### config.mk
export PLATFORM = sky130hd
export DESIGN_NAME = scl_timegen
export DESIGN_NICKNAME = d
export VERILOG_FILES = /design/src/rtl/sclg_pkg.sv /design/src/rtl/sclg_prescaler.sv /design/src/rtl/sclg_count_pick.sv /design/src/rtl/scl_timegen.sv
export SDC_FILE = /design/constraint.sdc
export NUM_CORES = 1
export LEC_CHECK = 0
export ABC_AREA = 1
export ABC_CLOCK_PERIOD_IN_PS = 1800
export BUFFER_PORTS_ARGS = -buffer_cell sky130_fd_sc_hd__buf_4
export CAP_MARGIN = 30
export CORE_MARGIN = 10
export CORE_UTILIZATION = 51
export DETAILED_ROUTE_END_ITERATION = 12
export GPL_ROUTABILITY_DRIVEN = 0
export PLACE_DENSITY = 0.77
export SETUP_SLACK_MARGIN = 0.5
export SYNTH_ARGS = -nofsm -noshare
export SYNTH_HDL_FRONTEND = slang
export SYNTH_SLANG_ARGS = --single-unit
### constraint.sdc
create_clock -name clk -period 1.8 [get_ports clk]
set_clock_uncertainty 0.2 [all_clocks]
set_input_delay 0.09 -clock clk [delete_from_list [all_inputs] [get_ports clk]]
set_output_delay 0.09 -clock clk [all_outputs]
set_load 0.05 [all_outputs]
### src/rtl/sclg_pkg.sv
package sclg_pkg;
    typedef enum logic [1:0] {
        SG_IDLE    = 2'd0,
        SG_LOW     = 2'd1,
        SG_WAIT_HI = 2'd2,
        SG_HIGH    = 2'd3
    } sg_state_e;
endpackage

### src/rtl/sclg_prescaler.sv
module sclg_prescaler #(
    parameter int W = 8
) (
    input  logic         clk,
    input  logic         rst_n,
    input  logic         run,
    input  logic [W-1:0] div,
    output logic         tick
);
    logic [W-1:0] pc;
    logic [W-1:0] div_q;
    logic         div_changed;

    assign div_changed = (div != div_q);
    assign tick        = run && !div_changed && (pc == div);

    always_ff @(posedge clk or negedge rst_n) begin
        if (!rst_n) begin
            pc    <= '0;
            div_q <= '0;
        end else begin
            div_q <= div;
            if (!run || div_changed || pc >= div)
                pc <= '0;
            else
                pc <= pc + 1'b1;
        end
    end
endmodule

### src/rtl/sclg_count_pick.sv
module sclg_count_pick #(
    parameter int CNT_W  = 8,
    parameter int OFFSET = 6,
    localparam int LEN_W = CNT_W + 1
) (
    input  logic [2*CNT_W-1:0] word,
    input  logic               hs,
    output logic [LEN_W-1:0]   len,
    output logic [LEN_W-1:0]   half
);
    logic [CNT_W-1:0] sel;

    always_comb begin
        sel  = hs ? word[2*CNT_W-1:CNT_W] : word[CNT_W-1:0];
        len  = LEN_W'(sel) + LEN_W'(OFFSET);
        half = len >> 1;
    end
endmodule

### src/rtl/scl_timegen.sv
module scl_timegen #(
    parameter int PSC_W  = 8,
    parameter int CNT_W  = 8,
    parameter int OFFSET = 6,
    localparam int PH_W  = CNT_W + 1
) (
    input  logic               clk,
    input  logic               rst_n,
    input  logic               en,
    input  logic               hs_mode,
    input  logic [PSC_W-1:0]   prescale,
    input  logic [2*CNT_W-1:0] low_cfg,
    input  logic [2*CNT_W-1:0] high_cfg,
    input  logic               scl_in,
    output logic               scl_drive_low,
    output logic               sda_drive_stb,
    output logic               sda_sample_stb
);
    import sclg_pkg::*;

    sg_state_e       state, state_nxt;
    logic [PH_W-1:0] cnt, cnt_nxt;
    logic [PH_W-1:0] low_len, low_half, high_len, high_half;
    logic            tick;

    sclg_prescaler #(.W(PSC_W)) u_psc (
        .clk   (clk),
        .rst_n (rst_n),
        .run   (en),
        .div   (prescale),
        .tick  (tick)
    );

    sclg_count_pick #(.CNT_W(CNT_W), .OFFSET(OFFSET)) u_low_pick (
        .word (low_cfg),
        .hs   (hs_mode),
        .len  (low_len),
        .half (low_half)
    );

    sclg_count_pick #(.CNT_W(CNT_W), .OFFSET(OFFSET)) u_high_pick (
        .word (high_cfg),
        .hs   (hs_mode),
        .len  (high_len),
        .half (high_half)
    );

    // Next-state logic: phases advance only on prescaler ticks
    always_comb begin
        state_nxt = state;
        cnt_nxt   = cnt;
        unique case (state)
            SG_IDLE: begin
                if (tick) begin
                    state_nxt = SG_LOW;
                    cnt_nxt   = '0;
                end
            end
            SG_LOW: begin
                if (tick) begin
                    if (cnt >= low_len - 1'b1) begin
                        state_nxt = SG_WAIT_HI;
                        cnt_nxt   = '0;
                    end else begin
                        cnt_nxt = cnt + 1'b1;
                    end
                end
            end
            SG_WAIT_HI: begin
                // the tick that sees the line high is the first high tick
                if (tick && scl_in) begin
                    state_nxt = SG_HIGH;
                    cnt_nxt   = PH_W'(1);
                end
            end
            SG_HIGH: begin
                if (tick) begin
                    if (cnt >= high_len - 1'b1) begin
                        state_nxt = SG_LOW;
                        cnt_nxt   = '0;
                    end else begin
                        cnt_nxt = cnt + 1'b1;
                    end
                end
            end
        endcase
        if (!en) begin
            state_nxt = SG_IDLE;
            cnt_nxt   = '0;
        end
    end

    // State register
    always_ff @(posedge clk or negedge rst_n) begin
        if (!rst_n) begin
            state <= SG_IDLE;
            cnt   <= '0;
        end else begin
            state <= state_nxt;
            cnt   <= cnt_nxt;
        end
    end

    // Outputs
    always_comb begin
        scl_drive_low  = (state == SG_LOW);
        sda_drive_stb  = (state == SG_LOW)  && tick && (cnt == low_half);
        sda_sample_stb = (state == SG_HIGH) && tick && (cnt == high_half);
    end
endmodule

==> results.cfg <==
[synthesis]
synth_enable_flop_cells = 0
synth_top_cell_by_area = dfrtp_1
yosysMostFrequentCell = nand2_1
synth_area_leaders = dfrtp_1, nand2_1, ha_1, inv_1, nand3_1
synth_fp_nets = 589
synth.cell_area_sq_um = 3300
ys_types = 38
yosysWarnings = 0
synth.avg_cell_area_sq_um = 6.53
synth_ff_type = dfrtp_1
ys_seq_area_share_pct = 20.5
syn_inst = 505
synthArstFlopShare_pct = 100
synth.top_cell.area_share_pct = 20.5
yosys-top-cells-count = nand2_1, inv_1, nand3_1, nor2_1, ha_1
synth-seq-cells = 27

[sta]
finalCritPeriodShare_pct = 162
fin_ws_ns = -1.12
drv_slew = 0
fmax_ghz = 0.342
period_minus_slack_ns = 2.92
finalSetupViolations = 21
rsz0062_at_grt = yes
fin_tns_setup_ns = -15.48
max_slew_margin_pct = 75.6
hold_viol = 0
worst_pin_slew_ns = 0.363

[global_routing]
grt_util_all_layers_pct = 22.9
antenna_found_initial = 0
grt_remaining_overflow = 0
grt_start_max_net_pins = 28
grt_pass1_wl_mm = 19.4
grt_pass1_vias = 4289

[setup_path]
crit_path_max_fanout = 7
crit_path_top_delay_cell = nor3_4
cp_data_arrival_time_ns = 2.93
path_cells = buf_12 > buf_12 > inv_12 > nand2_2 > nand2_4 > nand2_4 > nand2_4 > inv_4 > nor2_4 > nand2_2 > nor2_2 > nand2_1 > xnor2_1 > ha_1 > nand2_2 > a21oi_1 > nor2_1 > nand3_2 > nor3_4 > nor2_4 > nor2_1 > nand2_1 > o21ai_2
slowest_delay_ns = 0.30
worst_ep_required_time_ns = 1.80
critPathKind = in -> reg
crit_path_end_kind = flip-flop
critPathLaunchType = primary input

[floorplan]
die_y_microns = 100
initial_core_util_pct = 52.3
rows = 29
die_x_microns = 100
die_area_sq_um = 10100
core_area_sq_um = 6310
pin_count = 48

[cts]
clockBufferDepth = 2
htreeDepth = 1
cts_tree = built
cts_root_buf = clkbuf_8
cts_buffers = 3
clkTransAtPathRegs_ns = 0.10
clk_latency_ns = 0.28
clock_sinks = 27

[drt]
drc = 0
drt_wl_total_mm = 15.3
vias = 4471
wl_per_cell_microns = 20.3
viasPerCell = 5.96
ant_nets = 0
dr.first_iter.drc_count = 513
firstDrtPassIters = 7

[outcome]
violations = negative setup slack
status = complete, but fails checks

[layout]
areaGrowthSynthToFinish_pct = 66.0
drive_gt1_share_pct = 47.3
num_antenna_cells = 0
finalInstanceArea_sq_um = 5480
fillers = 281
postLayoutCoreUtil_pct = 86.7
final_nets = 758

[power_and_ir_drop]
power_density_nw_per_um2 = 358
p_leak_nw = 2.78
ir_drop_mv = 0.509

[worst_hold_path]
hold_path.class = in -> reg

[placed_design]
place_area_sq_um = 4480
hpwl_mm = 7.78
numPortBuffers = 47

[run]
drv_cap = 0
## final timing paths
| path | from | endpoint | slack (ns) | cells after the start |
|---|---|---|---|---|
| setup / recovery | hs_mode | cnt[5] | -1.12 | 23 |
| hold / removal | en | state[1] | 0.005 | 4 |
| setup reg to reg | u_psc.pc[6] | cnt[3] | -0.75 | 11 |
| hold reg to reg | u_psc.pc[0] | u_psc.pc[0] | 0.35 | 2 |
| max in group asynchronous | rst_n | cnt[8] | 1.06 | 2 |
| min in group asynchronous | rst_n | u_psc.div_q[6] | 0.06 | 2 |
## sequential cells by signal (all words and copies together) (netlist names)
name	flops
cnt	9
u_psc.div_q	8
u_psc.pc	8
state	2
## critical path, delay by kind of cell
kind | cells | cell delay [ns]
adders and majority gates | 1 | 0.28
xor gates and xnor gates | 1 | 0.21
buffers and inverters | 4 | 0.40
and+or+nand+nor | 15 | 1.80
AOI/OAI and AO/OA | 2 | 0.14
## layout make-up
cell class,count,area [sq um],share of cell area (%)
flip-flops and latches,27,677,12.4
repair inverters,1,8.76,0.160
clock inverters,1,7.51,0.137
clock buffers,3,41.3,0.754
inverters,76,305,5.57
multi-input cells,396,2940,53.7
well taps,77,96.3,1.76
repair buffers,169,1400,25.6
## cell families (layout without fill, tap and decap cells)
logic type / Yosys count / in the layout / share of synthesized area [%]
XOR/XNOR: 20 / 20 / 5.54
adder cells (fa/ha/maj): 39 / 39 / 14.8
AND/OR/NAND/NOR: 299 / 299 / 41.4
multiplexers: 1 / 1 / 0.303
AO/OA/AOI/OAI: 37 / 37 / 6.83
buffers and inverters: 82 / 250 / 10.7
flip-flops: 27 / 27 / 20.5
## cells in the final DEF, fill, tap and decap left out, drive strengths merged
cell type    netlist  final
buf                4    160
nand2            156    156
inv               76     77
nor2              55     55
nand3             52     52
ha                39     39
dfrtp             27     27
o21ai             18     18
a21oi             15     15
xor2              15     15
nand4             12     12
dlygate4sd3        0      9
or2                8      8
nor3               7      7
xnor2              5      5
nor3b              3      3
a21o               3      3
nand3b             3      3
clkbuf             2      3
and3               2      2
mux2i              1      1
nand2b             1      1
a211oi             1      1
clkinvlp           0      1
## metal layers
layer | vias to the layer above | GRT usage (%) | part of all wire, %
li1 | 1953 | - | -
met1 | 2109 | 26.5 | 36
met2 | 297 | 42.8 | 50
met3 | 112 | 2.68 | 7.5
met4 | 0 | 6.52 | 6.5
met5 | - | 0 | 0
## timing repair
action                     CTS  global route
cloned                       2             0
hold endpoints to repair    35             0
setup endpoints to repair   22            22
pin swaps                   36            47
buffers inserted            14             9
resized for setup           91            70
hold buffers                 9             0
## report_power, final
group	leakage (nW)	switching, mW	internal (mW)
registers	0.357	0.00672	0.615
clock network	0.0217	0.219	0.158
logic	2.40	0.525	0.437
## metrics by stage
stage | worst slack (ns) | std cells | hold WS (ns) | power (mW)
6_report | -1.12 | 750 | 0.00494 | 1.96
5_1_grt | -1.19 | 750 | 0.0256 | 2.03
4_1_cts | -0.754 | 741 | 0.00416 | 1.77
3_5_place_dp | -1.29 | 712 | -0.170 | 1.30
3_3_place_gp | -1.10 | 712 | -0.177 | 1.27
2_1_floorplan | -0.916 | 505 | -0.406 | 1.02
Note: power is estimated with default switching activity, not from simulation.
